===== src/rtl/raster_pkg.sv =====
package raster_pkg;

    // Segment of one raster axis; also the state of each axis classifier.
    typedef enum logic [1:0] {
        SEG_ACTIVE = 2'd0,
        SEG_FRONT  = 2'd1,
        SEG_SYNC   = 2'd2,
        SEG_BACK   = 2'd3
    } seg_t;

endpackage


===== src/rtl/raster_pos_counter.sv =====
module raster_pos_counter #(
    parameter int CW      = 11,
    parameter int FRAME_W = 1650,
    parameter int FRAME_H = 750
) (
    input  logic          clk,
    input  logic          rst,
    output logic [CW-1:0] x_o,
    output logic [CW-1:0] y_o
);

    localparam logic [CW-1:0] X_LAST = CW'(FRAME_W - 1);
    localparam logic [CW-1:0] Y_LAST = CW'(FRAME_H - 1);

    logic [CW-1:0] x_q;
    logic [CW-1:0] y_q;
    logic          line_end;

    assign line_end = (x_q == X_LAST);

    always_ff @(posedge clk) begin
        if (rst) begin
            x_q <= '0;
            y_q <= '0;
        end else if (line_end) begin
            x_q <= '0;
            y_q <= (y_q == Y_LAST) ? '0 : y_q + CW'(1);
        end else begin
            x_q <= x_q + CW'(1);
        end
    end

    assign x_o = x_q;
    assign y_o = y_q;

    assert_x_bound_R2: assert property (@(posedge clk) disable iff (rst)
        x_q <= X_LAST);

    assert_x_wrap_R2: assert property (@(posedge clk) disable iff (rst)
        (x_q == X_LAST) |=> (x_q == '0));

    assert_y_hold_R3: assert property (@(posedge clk) disable iff (rst)
        (x_q != X_LAST) |=> $stable(y_q));

    assert_y_wrap_R3: assert property (@(posedge clk) disable iff (rst)
        (x_q == X_LAST && y_q == Y_LAST) |=> (y_q == '0));

endmodule


===== src/rtl/raster_axis_classify.sv =====
module raster_axis_classify
    import raster_pkg::*;
#(
    parameter int CW     = 11,
    parameter int ACTIVE = 1280,
    parameter int PORCH  = 110,
    parameter int PULSE  = 40
) (
    input  logic          clk,
    input  logic          rst,
    input  logic [CW-1:0] coord_i,
    output seg_t          seg_o
);

    localparam logic [CW-1:0] FRONT_AT = CW'(ACTIVE);
    localparam logic [CW-1:0] SYNC_AT  = CW'(ACTIVE + PORCH);
    localparam logic [CW-1:0] BACK_AT  = CW'(ACTIVE + PORCH + PULSE);

    seg_t seg_q;
    seg_t seg_d;

    // Next segment from the incoming coordinate.
    always_comb begin
        if (coord_i < FRONT_AT) begin
            seg_d = SEG_ACTIVE;
        end else if (coord_i < SYNC_AT) begin
            seg_d = SEG_FRONT;
        end else if (coord_i < BACK_AT) begin
            seg_d = SEG_SYNC;
        end else begin
            seg_d = SEG_BACK;
        end
    end

    // State register: blanking segment out of reset.
    always_ff @(posedge clk) begin
        if (rst) begin
            seg_q <= SEG_BACK;
        end else begin
            seg_q <= seg_d;
        end
    end

    assign seg_o = seg_q;

    // Segments only ever advance in raster order or return to active.
    assert_seg_order_R7: assert property (@(posedge clk) disable iff (rst)
        (seg_q == SEG_ACTIVE) |=> (seg_q == SEG_ACTIVE || seg_q == SEG_FRONT
                                   || (PORCH == 0 && seg_q == SEG_SYNC)));

endmodule


===== src/rtl/raster_strobe_out.sv =====
module raster_strobe_out
    import raster_pkg::*;
#(
    parameter bit HS_HIGH = 1'b1,
    parameter bit VS_HIGH = 1'b1
) (
    input  logic clk,
    input  logic rst,
    input  seg_t h_seg_i,
    input  seg_t v_seg_i,
    output logic hsync_o,
    output logic vsync_o,
    output logic de_o
);

    logic h_vis;
    logic h_pulse;
    logic v_vis;
    logic v_pulse;
    logic hsync_q;
    logic vsync_q;
    logic de_q;

    always_comb begin
        unique case (h_seg_i)
            SEG_ACTIVE: begin h_vis = 1'b1; h_pulse = 1'b0; end
            SEG_FRONT:  begin h_vis = 1'b0; h_pulse = 1'b0; end
            SEG_SYNC:   begin h_vis = 1'b0; h_pulse = 1'b1; end
            SEG_BACK:   begin h_vis = 1'b0; h_pulse = 1'b0; end
            default:    begin h_vis = 1'b0; h_pulse = 1'b0; end
        endcase
    end

    always_comb begin
        unique case (v_seg_i)
            SEG_ACTIVE: begin v_vis = 1'b1; v_pulse = 1'b0; end
            SEG_FRONT:  begin v_vis = 1'b0; v_pulse = 1'b0; end
            SEG_SYNC:   begin v_vis = 1'b0; v_pulse = 1'b1; end
            SEG_BACK:   begin v_vis = 1'b0; v_pulse = 1'b0; end
            default:    begin v_vis = 1'b0; v_pulse = 1'b0; end
        endcase
    end

    always_ff @(posedge clk) begin
        if (rst) begin
            de_q    <= 1'b0;
            hsync_q <= ~HS_HIGH;
            vsync_q <= ~VS_HIGH;
        end else begin
            de_q    <= h_vis & v_vis;
            hsync_q <= h_pulse ? HS_HIGH : ~HS_HIGH;
            vsync_q <= v_pulse ? VS_HIGH : ~VS_HIGH;
        end
    end

    assign de_o    = de_q;
    assign hsync_o = hsync_q;
    assign vsync_o = vsync_q;

    // Active video never overlaps a sync pulse.
    assert_de_no_hsync_R4: assert property (@(posedge clk) disable iff (rst)
        de_q |-> (hsync_q == ~HS_HIGH));

    assert_de_no_vsync_R4: assert property (@(posedge clk) disable iff (rst)
        de_q |-> (vsync_q == ~VS_HIGH));

endmodule


===== src/rtl/raster_timing_gen.sv =====
module raster_timing_gen
    import raster_pkg::*;
#(
    parameter int CW      = 11,
    parameter int FRAME_W = 1650,
    parameter int FRAME_H = 750,
    parameter int ACT_W   = 1280,
    parameter int ACT_H   = 720,
    parameter int H_FP    = 110,
    parameter int H_SW    = 40,
    parameter int V_FP    = 5,
    parameter int V_SW    = 5,
    parameter bit HS_HIGH = 1'b1,
    parameter bit VS_HIGH = 1'b1
) (
    input  logic          clk,
    input  logic          rst,
    output logic [CW-1:0] pos_x,
    output logic [CW-1:0] pos_y,
    output logic          hsync,
    output logic          vsync,
    output logic          de
);

    localparam logic [CW-1:0] X_ACT   = CW'(ACT_W);
    localparam logic [CW-1:0] Y_ACT   = CW'(ACT_H);
    localparam logic [CW-1:0] HS_FROM = CW'(ACT_W + H_FP);
    localparam logic [CW-1:0] HS_TO   = CW'(ACT_W + H_FP + H_SW);
    localparam logic [CW-1:0] VS_FROM = CW'(ACT_H + V_FP);
    localparam logic [CW-1:0] VS_TO   = CW'(ACT_H + V_FP + V_SW);

    logic [CW-1:0] x_w;
    logic [CW-1:0] y_w;
    seg_t          h_seg;
    seg_t          v_seg;

    raster_pos_counter #(
        .CW      (CW),
        .FRAME_W (FRAME_W),
        .FRAME_H (FRAME_H)
    ) u_counter (
        .clk (clk),
        .rst (rst),
        .x_o (x_w),
        .y_o (y_w)
    );

    raster_axis_classify #(
        .CW     (CW),
        .ACTIVE (ACT_W),
        .PORCH  (H_FP),
        .PULSE  (H_SW)
    ) u_h_axis (
        .clk     (clk),
        .rst     (rst),
        .coord_i (x_w),
        .seg_o   (h_seg)
    );

    raster_axis_classify #(
        .CW     (CW),
        .ACTIVE (ACT_H),
        .PORCH  (V_FP),
        .PULSE  (V_SW)
    ) u_v_axis (
        .clk     (clk),
        .rst     (rst),
        .coord_i (y_w),
        .seg_o   (v_seg)
    );

    raster_strobe_out #(
        .HS_HIGH (HS_HIGH),
        .VS_HIGH (VS_HIGH)
    ) u_strobe (
        .clk     (clk),
        .rst     (rst),
        .h_seg_i (h_seg),
        .v_seg_i (v_seg),
        .hsync_o (hsync),
        .vsync_o (vsync),
        .de_o    (de)
    );

    assign pos_x = x_w;
    assign pos_y = y_w;

    // Pipeline fill since reset, used only to time the alignment checks.
    logic [1:0] fill_q;
    always_ff @(posedge clk) begin
        if (rst) begin
            fill_q <= 2'b00;
        end else begin
            fill_q <= {fill_q[0], 1'b1};
        end
    end

    assert_idle_in_reset_R1: assert property (@(posedge clk)
        $past(rst) |-> (!de && hsync == ~HS_HIGH && vsync == ~VS_HIGH));

    assert_de_align_R7: assert property (@(posedge clk) disable iff (rst)
        fill_q[1] |-> (de == ($past(pos_x, 2) < X_ACT && $past(pos_y, 2) < Y_ACT)));

    assert_hs_align_R5: assert property (@(posedge clk) disable iff (rst)
        fill_q[1] |-> ((hsync == HS_HIGH) ==
                       ($past(pos_x, 2) >= HS_FROM && $past(pos_x, 2) < HS_TO)));

    assert_vs_align_R6: assert property (@(posedge clk) disable iff (rst)
        fill_q[1] |-> ((vsync == VS_HIGH) ==
                       ($past(pos_y, 2) >= VS_FROM && $past(pos_y, 2) < VS_TO)));

endmodule


===== config.mk =====
export PLATFORM = sky130hd
export DESIGN_NAME = raster_timing_gen
export DESIGN_NICKNAME = d
export VERILOG_FILES = /design/src/rtl/raster_pkg.sv /design/src/rtl/raster_pos_counter.sv /design/src/rtl/raster_axis_classify.sv /design/src/rtl/raster_strobe_out.sv /design/src/rtl/raster_timing_gen.sv
export SDC_FILE = /design/constraint.sdc
export NUM_CORES = 1
export LEC_CHECK = 0
export ABC_AREA = 1
export BUFFER_PORTS_ARGS = -buffer_cell sky130_fd_sc_hd__buf_2
export CORE_AREA = 3 3 59 61
export CTS_CLUSTER_DIAMETER = 50
export DETAILED_ROUTE_END_ITERATION = 10
export DIE_AREA = 0 0 62 64
export PLACE_DENSITY = 0.75
export SLEW_MARGIN = 20
export SYNTH_ARGS = -nofsm -noshare
export SYNTH_HDL_FRONTEND = slang
export SYNTH_SLANG_ARGS = --single-unit

===== constraint.sdc =====
create_clock -name clk -period 1.4 [get_ports clk]
set_input_delay 0.28 -clock clk [delete_from_list [all_inputs] [get_ports clk]]
set_output_delay 0.28 -clock clk [all_outputs]
set_load 0.02 [all_outputs]

==> flow_metrics.tcl, run 1 <==
set metrics [dict create \
    max_freq_mhz 744 \
    maxSlewHeadroom_pct 76.6 \
    worstRegToRegCells 8 \
    path_class "reg2reg" \
    reg2reg_slack_ns 0.06 \
    required_ns 1.61 \
    io_pins 27 \
    drtAntennaViolNets 0 \
    fin_skew_ns 0.00997 \
    synth_nets 240 \
    cp-start-kind "flop" \
    grt_pass1_wl_mm 6.38 \
    arrival_ns 1.56 \
    crit_path_end "u_counter.y_o[8]" \
    antenna_found_initial 0 \
    p_leak_nw 0.926 \
    numCtsBuffers 5 \
    status "finished, final reports clean" \
    clk_path_buf_depth 2 \
    yosys_warnings 0 \
    final_nets 285 \
    synth-edff-count 0 \
    layout-drive-gt1-share_pct 34.3 \
    synth_cell_types 31 \
    slew_violations 0 \
    holdBufCountCts 0 \
    grt_max_degree 13 \
    synth_top_area_cell "dfxtp_1" \
    ys_ff_latch 29 \
    design.core.area_sq_um 3030 \
    clockRootBuffer "clkbuf_4" \
    wire_per_inst_um 12.0 \
    worst_hold_path_type "in2reg" \
    syn_inst 234 \
    first_pass_iters 4 \
    vias 1660 \
    dieHeight_um 64 \
    yosys-top-cells-area "dfxtp_1 36%, nand2_1 14%, nor2_1 7.5%" \
    cap_violations 0 \
    avgSynthCellArea_sq_um 6.88 \
    fin_crit_ns 1.34 \
    clk_pin_slew_worst_paths_ns 0.09 \
    dieWidth_um 62 \
    cts_sinks 29 \
    gp_congestion 0.906 \
    worstReg2RegEnd "u_counter.y_o[8]" \
    htree_levels 2 \
    end_kind "flop" \
    finalPower_mw 1.53 \
    insertion_delay_ns 0.32 \
    initial_core_util_pct 53.2 \
    seq_area_frac_synth_pct 36.1 \
    tightest_slew_ns 0.349 \
    num-fill-cells 275 \
    final_hold_viol_count 0 \
    fin_crit_sh_pct 96.0 \
    wl_mm 3.89 \
    cp_max_fo 6 \
    grtUsageTotal_pct 21.2 \
    cts_tree "yes" \
    rsz0062_at_grt "true" \
    io_buffers 26 \
    yosysTopAreaCellShare_pct 36.1 \
    setup_slack_ns 0.0554 \
    ys_top_cells_by_count "60 x nand2_1, 32 x nor2_1, 29 x dfxtp_1" \
    area_growth_pct 26.7 \
    pwr_density_cell_nw_per_um2 749 \
    rows 20 \
    place_ws_ns 0.0354 \
    viasPerCell 5.12 \
    post_cts_buffers 0 \
    cts_resized 0 \
    irDropWorstVdd_v 0.000504 \
    syn_area_sq_um 1610 \
    drc_errors 0 \
    dp_hpwl_mm 2.98 \
    dr.first_iter.drc_count 87 \
    grt-ovfl-total 0 \
    setup_viol 0 \
    startpoint "u_counter.y_o[0]" \
    final_util_pct 67.4 \
    synth_ff_type "dfxtp_1" \
    first_global_vias 1493 \
    synth_most_common_cell "nand2_1" \
    async_flop_share_pct 0 \
    die_area_sq_um 3970 \
    regToRegStartpoint "u_counter.y_o[0]" \
    n_antenna_cell 0 \
]
==> area by class of cell <==
class,instances,area (sq um),area share (%)
clock buffers,7,65.1,3.19
inverters,33,125,6.13
clock inverters,1,5.00,0.245
repair buffers,39,240,11.8
well taps,44,55.1,2.70
multi-input cells,171,960,47.1
flip-flops and latches,29,589,28.9
==> stage by stage <==
| stage | hold slack [ns] | TNS (ns) | instances | area (sq um) |
|---|---|---|---|---|
| 2_1_floorplan | 0.349 | 0 | 234 | 1610 |
| 3_3_place_gp | 0.407 | 0 | 316 | 1900 |
| 3_5_place_dp | 0.410 | 0 | 316 | 1900 |
| 4_1_cts | 0.186 | 0 | 324 | 1970 |
| 5_1_grt | 0.187 | -0.138 | 324 | 2040 |
| 6_report | 0.185 | 0 | 324 | 2040 |
==> report_power, final <==
| part | switching [mW] | total [mW] | internal [mW] |
|---|---|---|---|
| Combinational | 0.0637 | 0.101 | 0.0375 |
| Clock | 0.282 | 0.573 | 0.291 |
| Sequential | 0.0116 | 0.853 | 0.842 |
==> worst max-delay path, cell delays in order, from the launching register on <==
cell,delay [ns]
dfxtp_1,0.43
ha_1,0.18
inv_1,0.04
nor2_1,0.13
nand3_2,0.12
nand2_1,0.10
nand2_2,0.08
o21ai_0,0.09
nor2_1,0.06
==> routing by layer <==
layer,track usage [%],wire [um]
met2,31.5,1910
met5,0,0
met1,26.6,1690
met4,8.49,48
met3,8.89,243
==> cell families (layout without fill, tap and decap cells) <==
family                     count (synthesis)  after routing  synth area share (%)
AOI/OAI and AO/OA                         21             21                  7.23
xor gates and xnor gates                   2              2                  1.09
adders and majority gates                  4              4                  3.11
buffers and inverters                     34             80                  8.47
DFF                                       29             29                  36.1
and+or+nand+nor                          144            144                  44.1
==> placed cells by master, fill, tap and decap left out, types with 6 or more instances in the layout <==
cell type  Yosys  routed
buf_2          0      26
buf_4          0      12
dfxtp_1       29      22
o21ai_0        6       6
nand2_1       60      59
dfxtp_2        0       7
nand3_1       21      19
inv_2          5       6
a21oi_1        7       6
inv_1         27      26
nor2_1        32      26
==> worst min path at each step <==
stage / startpoint / end / slack [ns] / cells after the start
finish: rst / u_counter.y_o[10] / 0.18 / 2
CTS: rst / u_counter.y_o[7] / 0.19 / 2
global placement: u_v_axis.seg_o[0] / u_strobe.vsync_o / 0.41 / 1
detailed placement: u_v_axis.seg_o[0] / u_strobe.de_o / 0.41 / 1
floorplan: rst / u_counter.y_o[10] / 0.35 / 1
global route: rst / u_counter.y_o[10] / 0.19 / 2
==> sequential cells by signal, summed over array words and instances (netlist names) <==
register	cells
u_strobe.de_o	1
u_counter.x_o	11
u_h_axis.seg_o	2
u_v_axis.seg_o	2
u_counter.y_o	11
u_strobe.hsync_o	1
u_strobe.vsync_o	1
No activity file was read; power rests on OpenSTA's default activity.
==> inputs of run 2 (changes only) <==
--- a/config.mk
+++ b/config.mk
@@ -5,12 +5,11 @@
 export SDC_FILE = /design/constraint.sdc
 export NUM_CORES = 1
 export LEC_CHECK = 0
-export ABC_AREA = 1
 export BUFFER_PORTS_ARGS = -buffer_cell sky130_fd_sc_hd__buf_2
-export CORE_AREA = 3 3 59 61
+export CORE_AREA = 3 3 55 57
 export CTS_CLUSTER_DIAMETER = 50
 export DETAILED_ROUTE_END_ITERATION = 10
-export DIE_AREA = 0 0 62 64
+export DIE_AREA = 0 0 58 60
 export PLACE_DENSITY = 0.75
 export SLEW_MARGIN = 20
 export SYNTH_ARGS = -nofsm -noshare
==> flow_metrics.tcl, run 2 <==
set metrics [dict create \
    reg2reg_slack_ns -0.07 \
    switching_share_pct 26.0 \
    end_kind "flop" \
    cp-start-kind "flop" \
    rsz0062_at_grt "true" \
    drc_errors 0 \
    finalPower_mw 1.44 \
    worstRegToRegCells 7 \
    cpMaxStageDelayCell "dfxtp_2" \
    clockRootBuffer "clkbuf_4" \
    die_area_sq_um 3480 \
    area_growth_pct 32.8 \
    async_flop_share_pct 0 \
    final_hold_viol_count 0 \
    worst_hold_path_type "in2reg" \
    synth_ff_type "dfxtp_1" \
    fin_crit_sh_pct 105 \
    grt-ovfl-total 0 \
    dp_hpwl_mm 2.30 \
    path_cells "inv_1, ha_2, nand4_1, nand2_2, buf_4, or3_4, o31ai_1" \
    tightest_slew_ns 0.319 \
    viasPerCell 5.58 \
    initial_core_util_pct 53.9 \
    max_freq_mhz 681 \
    clk_path_buf_depth 2 \
    sequentialPowerShare_pct 59.3 \
    final_common_cell "buf_2" \
    path_class "reg2reg" \
    status "finished with violations" \
    synth_most_common_cell "dfxtp_1" \
    syn_area_sq_um 1360 \
    combPwrFrac_pct 6.2 \
    synth_nets 161 \
    ys_ff_latch 29 \
    insertion_delay_ns 0.34 \
    arrival_ns 1.70 \
    failed_checks "negative setup slack" \
    wire_per_inst_um 13.4 \
    hold_path_end "u_strobe.hsync_o" \
    hold_path_depth 2 \
    layout_common_cells "26 x buf_2, 25 x buf_4, 20 x nor2_1, 15 x dfxtp_1" \
    rows 18 \
    numCtsBuffers 5 \
    antenna_found_initial 0 \
    cp_max_fo 3 \
    htree_levels 2 \
    synth_top_area_cell "dfxtp_1" \
    dr.first_iter.drc_count 50 \
    irDropWorstVdd_v 0.000708 \
    gp_congestion 0.783 \
    design.core.area_sq_um 2520 \
    yosysTopAreaCellShare_pct 42.7 \
    fin_cells 240 \
    grt_max_degree 12 \
    drtAntennaViolNets 0 \
    synth_cell_types 42 \
    worstReg2RegEnd "u_counter.y_o[1]" \
    p_leak_nw 0.804 \
    dieWidth_um 58 \
    grtUsageTotal_pct 20.4 \
    seq_area_frac_synth_pct 42.7 \
    io_buffers 26 \
    syn_inst 155 \
    io_pins 27 \
    vias 1339 \
    cts_tree "yes" \
    cap_violations 0 \
    regToRegStartpoint "u_counter.y_o[1]" \
    yosys-top-cells-area "dfxtp_1 43%, xor2_1 7.1%, nor2_1 5.8%" \
    grt_pass1_wl_mm 5.35 \
    dieHeight_um 60 \
    final_nets 215 \
    yosys_warnings 0 \
    p_int_mw 1.07 \
    p_switching_uw 374 \
    synth-edff-count 0 \
    n_antenna_cell 0 \
    avgSynthCellArea_sq_um 8.77 \
    dp_cells 229 \
    first_global_vias 1288 \
    layout-drive-gt1-share_pct 41.4 \
    fin_crit_ns 1.47 \
    clk_pin_slew_worst_paths_ns 0.09 \
    hp-start "rst" \
    setup_viol 10 \
    required_ns 1.63 \
    pwr_density_cell_nw_per_um2 798 \
    worst_path_largest_cell_delay_ns 0.36 \
    cts_sinks 29 \
    setup_slack_ns -0.0684 \
    first_pass_iters 4 \
    wl_mm 3.22 \
    maxSlewHeadroom_pct 78.6 \
    ys_top_cells_by_count "29 x dfxtp_1, 21 x nor2_1, 13 x nand2_1" \
    fin_skew_ns 0.00663 \
    slew_violations 0 \
    startpoint "u_counter.y_o[1]" \
    clkPwrFrac_pct 34.5 \
]
[run 2: per-layer routing]
layer	global-route usage, %	up-vias	wire length [um]	part of all wire (%)
met5	0	-	0	0
met4	11.6	0	62	1.9
met3	4.75	9	195	6.1
met2	36.1	49	1590	49
met1	22.2	625	1370	43
li1	-	656	-	-
[run 2: cell type report]
cell class | instances | area (sq um)
Clock buffer | 5 | 37.5
Clock inverter | 3 | 17.5
Fill cell | 211 | 717
Inverter | 7 | 26.3
Multi-Input combinational cell | 115 | 763
Sequential cell | 29 | 606
Tap cell | 30 | 37.5
Timing Repair Buffer | 51 | 318
[run 2: critical path, delay by kind of cell (launching register included)]
kind | cells | cell delay, ns
DFF | 1 | 0.36
AOI/OAI and AO/OA | 1 | 0.08
and+or+nand+nor | 3 | 0.55
adders and majority gates | 1 | 0.17
buffers and inverters | 2 | 0.20
[run 2: timing repair]
| item | 4_1_cts | 5_1_grt |
|---|---|---|
| endpoints found under the setup margin | 12 | 21 |
| resized for setup | 5 | 6 |
| buffers inserted | 0 | 3 |
| pin swaps | 5 | 2 |
| hold buffers | 0 | 0 |
[run 2: power by group through the flow]
stage	Sequential, mW	Combinational [mW]	Clock [mW]
final	0.855	0.0889	0.497
after global routing	0.857	0.0970	0.547
after CTS	0.855	0.0844	0.516
after detailed placement	0.874	0.0833	0
after global placement	0.872	0.0824	0
after floorplan	0.885	0.0373	0
[run 2: how the worst max path moves through the flow]
stage                             to  slack, ns  cells past startpoint
floorplan           u_counter.y_o[8]      -0.07                      8
global placement    u_counter.y_o[3]       0.02                      6
detailed placement  u_counter.y_o[3]      -0.02                      6
CTS                 u_counter.y_o[3]      -0.04                      6
global route        u_counter.y_o[3]      -0.13                      5
finish              u_counter.y_o[1]      -0.07                      7
[run 2: kinds of logic after synthesis]
logic type	count (synthesis)	share of synthesized area, %
and+or+nand+nor	69	27.8
DFF	29	42.7
AOI/OAI and AO/OA	28	12.5
xor gates and xnor gates	13	8.37
buffers and inverters	11	4.23
adders and majority gates	4	3.68
muxes	1	0.736
[run 2: stage by stage]
stage | util (%) | setup TNS, ns | setup WS, ns | cell area (sq um) | hold slack (ns)
after detailed placement | 67.0 | -0.0487 | -0.0221 | 1690 | 0.393
after floorplan | - | -0.395 | -0.0711 | 1390 | 0.356
after global routing | 71.6 | -1.73 | -0.128 | 1810 | 0.176
final | 71.6 | -0.235 | -0.0684 | 1810 | 0.195
after global placement | 67.0 | 0 | 0.0152 | 1690 | 0.394
after CTS | 69.8 | -0.175 | -0.0413 | 1760 | 0.182
==> inputs of run 3 (changes only) <==
--- a/config.mk
+++ b/config.mk
@@ -6,11 +6,11 @@
 export NUM_CORES = 1
 export LEC_CHECK = 0
 export BUFFER_PORTS_ARGS = -buffer_cell sky130_fd_sc_hd__buf_2
-export CORE_AREA = 3 3 55 57
+export CORE_AREA = 3 3 58 60
 export CTS_CLUSTER_DIAMETER = 50
 export DETAILED_ROUTE_END_ITERATION = 10
-export DIE_AREA = 0 0 58 60
-export PLACE_DENSITY = 0.75
+export DIE_AREA = 0 0 61 63
+export PLACE_DENSITY_LB_ADDON = 0.15
 export SLEW_MARGIN = 20
 export SYNTH_ARGS = -nofsm -noshare
 export SYNTH_HDL_FRONTEND = slang
==> flow_metrics.tcl, run 3 (synthesis results as in run 2) <==
set metrics [dict create \
    first_pass_iters 4 \
    hold_path_depth 2 \
    io_buffers 26 \
    first_global_vias 1289 \
    antenna_found_initial 0 \
    path_depth 7 \
    drc_errors 0 \
    worstRegToRegCells 7 \
    grtUsageTotal_pct 19.0 \
    setup_slack_ns -0.0467 \
    holdBufCountCts 0 \
    dp_cells 238 \
    setup_viol 7 \
    crit_path_end "u_counter.y_o[8]" \
    design.core.area_sq_um 2980 \
    final_nets 220 \
    path_buf_inv 1 \
    pwr_density_cell_nw_per_um2 778 \
    area_growth_pct 36.5 \
    final_common_cell "buf_4" \
    worstReg2RegEnd "u_counter.y_o[8]" \
    layout-drive-gt1-share_pct 43.3 \
    slew_violations 0 \
    tightest_slew_ns 0.294 \
    insertion_delay_ns 0.33 \
    status "finished with violations" \
    end_kind "flop" \
    fin_skew_ns 0.00952 \
    grt_max_degree 12 \
    startpoint "u_counter.x_o[1]" \
    rows 20 \
    arrival_ns 1.68 \
    clockRootBuffer "clkbuf_4" \
    required_ns 1.63 \
    cp-start-kind "flop" \
    dp_hpwl_mm 2.50 \
    irDropWorstVdd_v 0.000539 \
    cpLargestDelayFamily "simple AND/OR/NAND/NOR gates" \
    failed_checks "negative setup slack" \
    worst_hold_path_type "in2reg" \
    io_pins 27 \
    n_antenna_cell 0 \
    dieWidth_um 61 \
    gp_congestion 0.854 \
    wl_mm 3.24 \
    cpMaxStageDelayCell "dfxtp_4" \
    reg2reg_slack_ns -0.05 \
    path_cells "inv_2, ha_4, and4b_2, and3_4, nand4_1, xor2_1, nor2_1" \
    htree_levels 2 \
    fin_crit_ns 1.45 \
    dieHeight_um 63 \
    rsz0062_at_grt "true" \
    vias 1344 \
    wire_per_inst_um 13.1 \
    layout_common_cells "30 x buf_4, 26 x buf_2, 21 x nor2_1, 16 x dfxtp_1" \
    regToRegStartpoint "u_counter.x_o[1]" \
    path_class "reg2reg" \
    cp_max_fo 8 \
    cap_violations 0 \
    final_hold_viol_count 0 \
    grt_pass1_wl_mm 5.58 \
    viasPerCell 5.42 \
    maxSlewHeadroom_pct 80.3 \
    cts_tree "yes" \
    clk_path_buf_depth 2 \
    p_leak_nw 0.827 \
    place_ws_ns -0.0426 \
    initial_core_util_pct 45.7 \
    max_freq_mhz 691 \
    cts_sinks 29 \
    drtAntennaViolNets 0 \
    clk_pin_slew_worst_paths_ns 0.10 \
    grt-ovfl-total 0 \
    fin_crit_sh_pct 103 \
    numCtsBuffers 5 \
    num-fill-cells 277 \
    fin_cells 248 \
    worst_path_largest_cell_delay_ns 0.36 \
    die_area_sq_um 3840 \
    dr.first_iter.drc_count 68 \
]
run 3: through the flow:
stage | utilization [%] | hold WS [ns] | instance area (sq um) | setup TNS, ns | power [mW]
floorplan | - | 0.356 | 1390 | -0.395 | 0.922
global placement | 58.4 | 0.390 | 1740 | -0.00241 | 0.961
detailed placement | 58.4 | 0.397 | 1740 | -0.448 | 0.964
CTS | 61.2 | 0.182 | 1820 | -0.244 | 1.46
global route | 62.4 | 0.167 | 1860 | -1.50 | 1.53
finish | 62.4 | 0.193 | 1860 | -0.218 | 1.44
run 3: power breakdown:
part / leakage [nW] / internal [mW] / switching, mW
combinational: 0.552 / 0.0431 / 0.0549
clock: 0.0310 / 0.189 / 0.306
sequential: 0.243 / 0.838 / 0.0138
total: 0.827 / 1.07 / 0.375
run 3: how the worst min path moves through the flow:
stage / startpoint / endpoint / slack [ns]
3_3_place_gp: u_h_axis.seg_o[1] / u_strobe.de_o / 0.39
5_1_grt: rst / u_strobe.vsync_o / 0.17
6_report: rst / u_strobe.hsync_o / 0.19
2_1_floorplan: rst / u_strobe.hsync_o / 0.36
4_1_cts: rst / u_strobe.hsync_o / 0.18
3_5_place_dp: u_v_axis.seg_o[0] / u_strobe.vsync_o / 0.40
run 3: final cells by class:
cell class | instances | area [sq um] | area share, %
multi-input cells | 115 | 772 | 41.6
flip-flops and latches | 29 | 607 | 32.7
repair buffers | 56 | 355 | 19.1
well taps | 33 | 41.3 | 2.22
clock buffers | 5 | 37.5 | 2.02
inverters | 7 | 26.3 | 1.42
clock inverters | 3 | 17.5 | 0.943
run 3: timing repair:
item | CTS | global route
endpoints found under the hold margin | 0 | 0
cloned | 0 | 0
setup endpoints to repair | 16 | 21
pin swaps | 7 | 4
resized for setup | 6 | 8
buffers inserted | 0 | 2
run 3: routing by layer:
metal,vias to the layer above,share of wire (%),GRT usage (%)
li1,664,-,-
met1,636,41,21.2
met2,38,52,31.7
met3,6,5.7,7.44
met4,0,1.4,7.05
met5,-,0,0
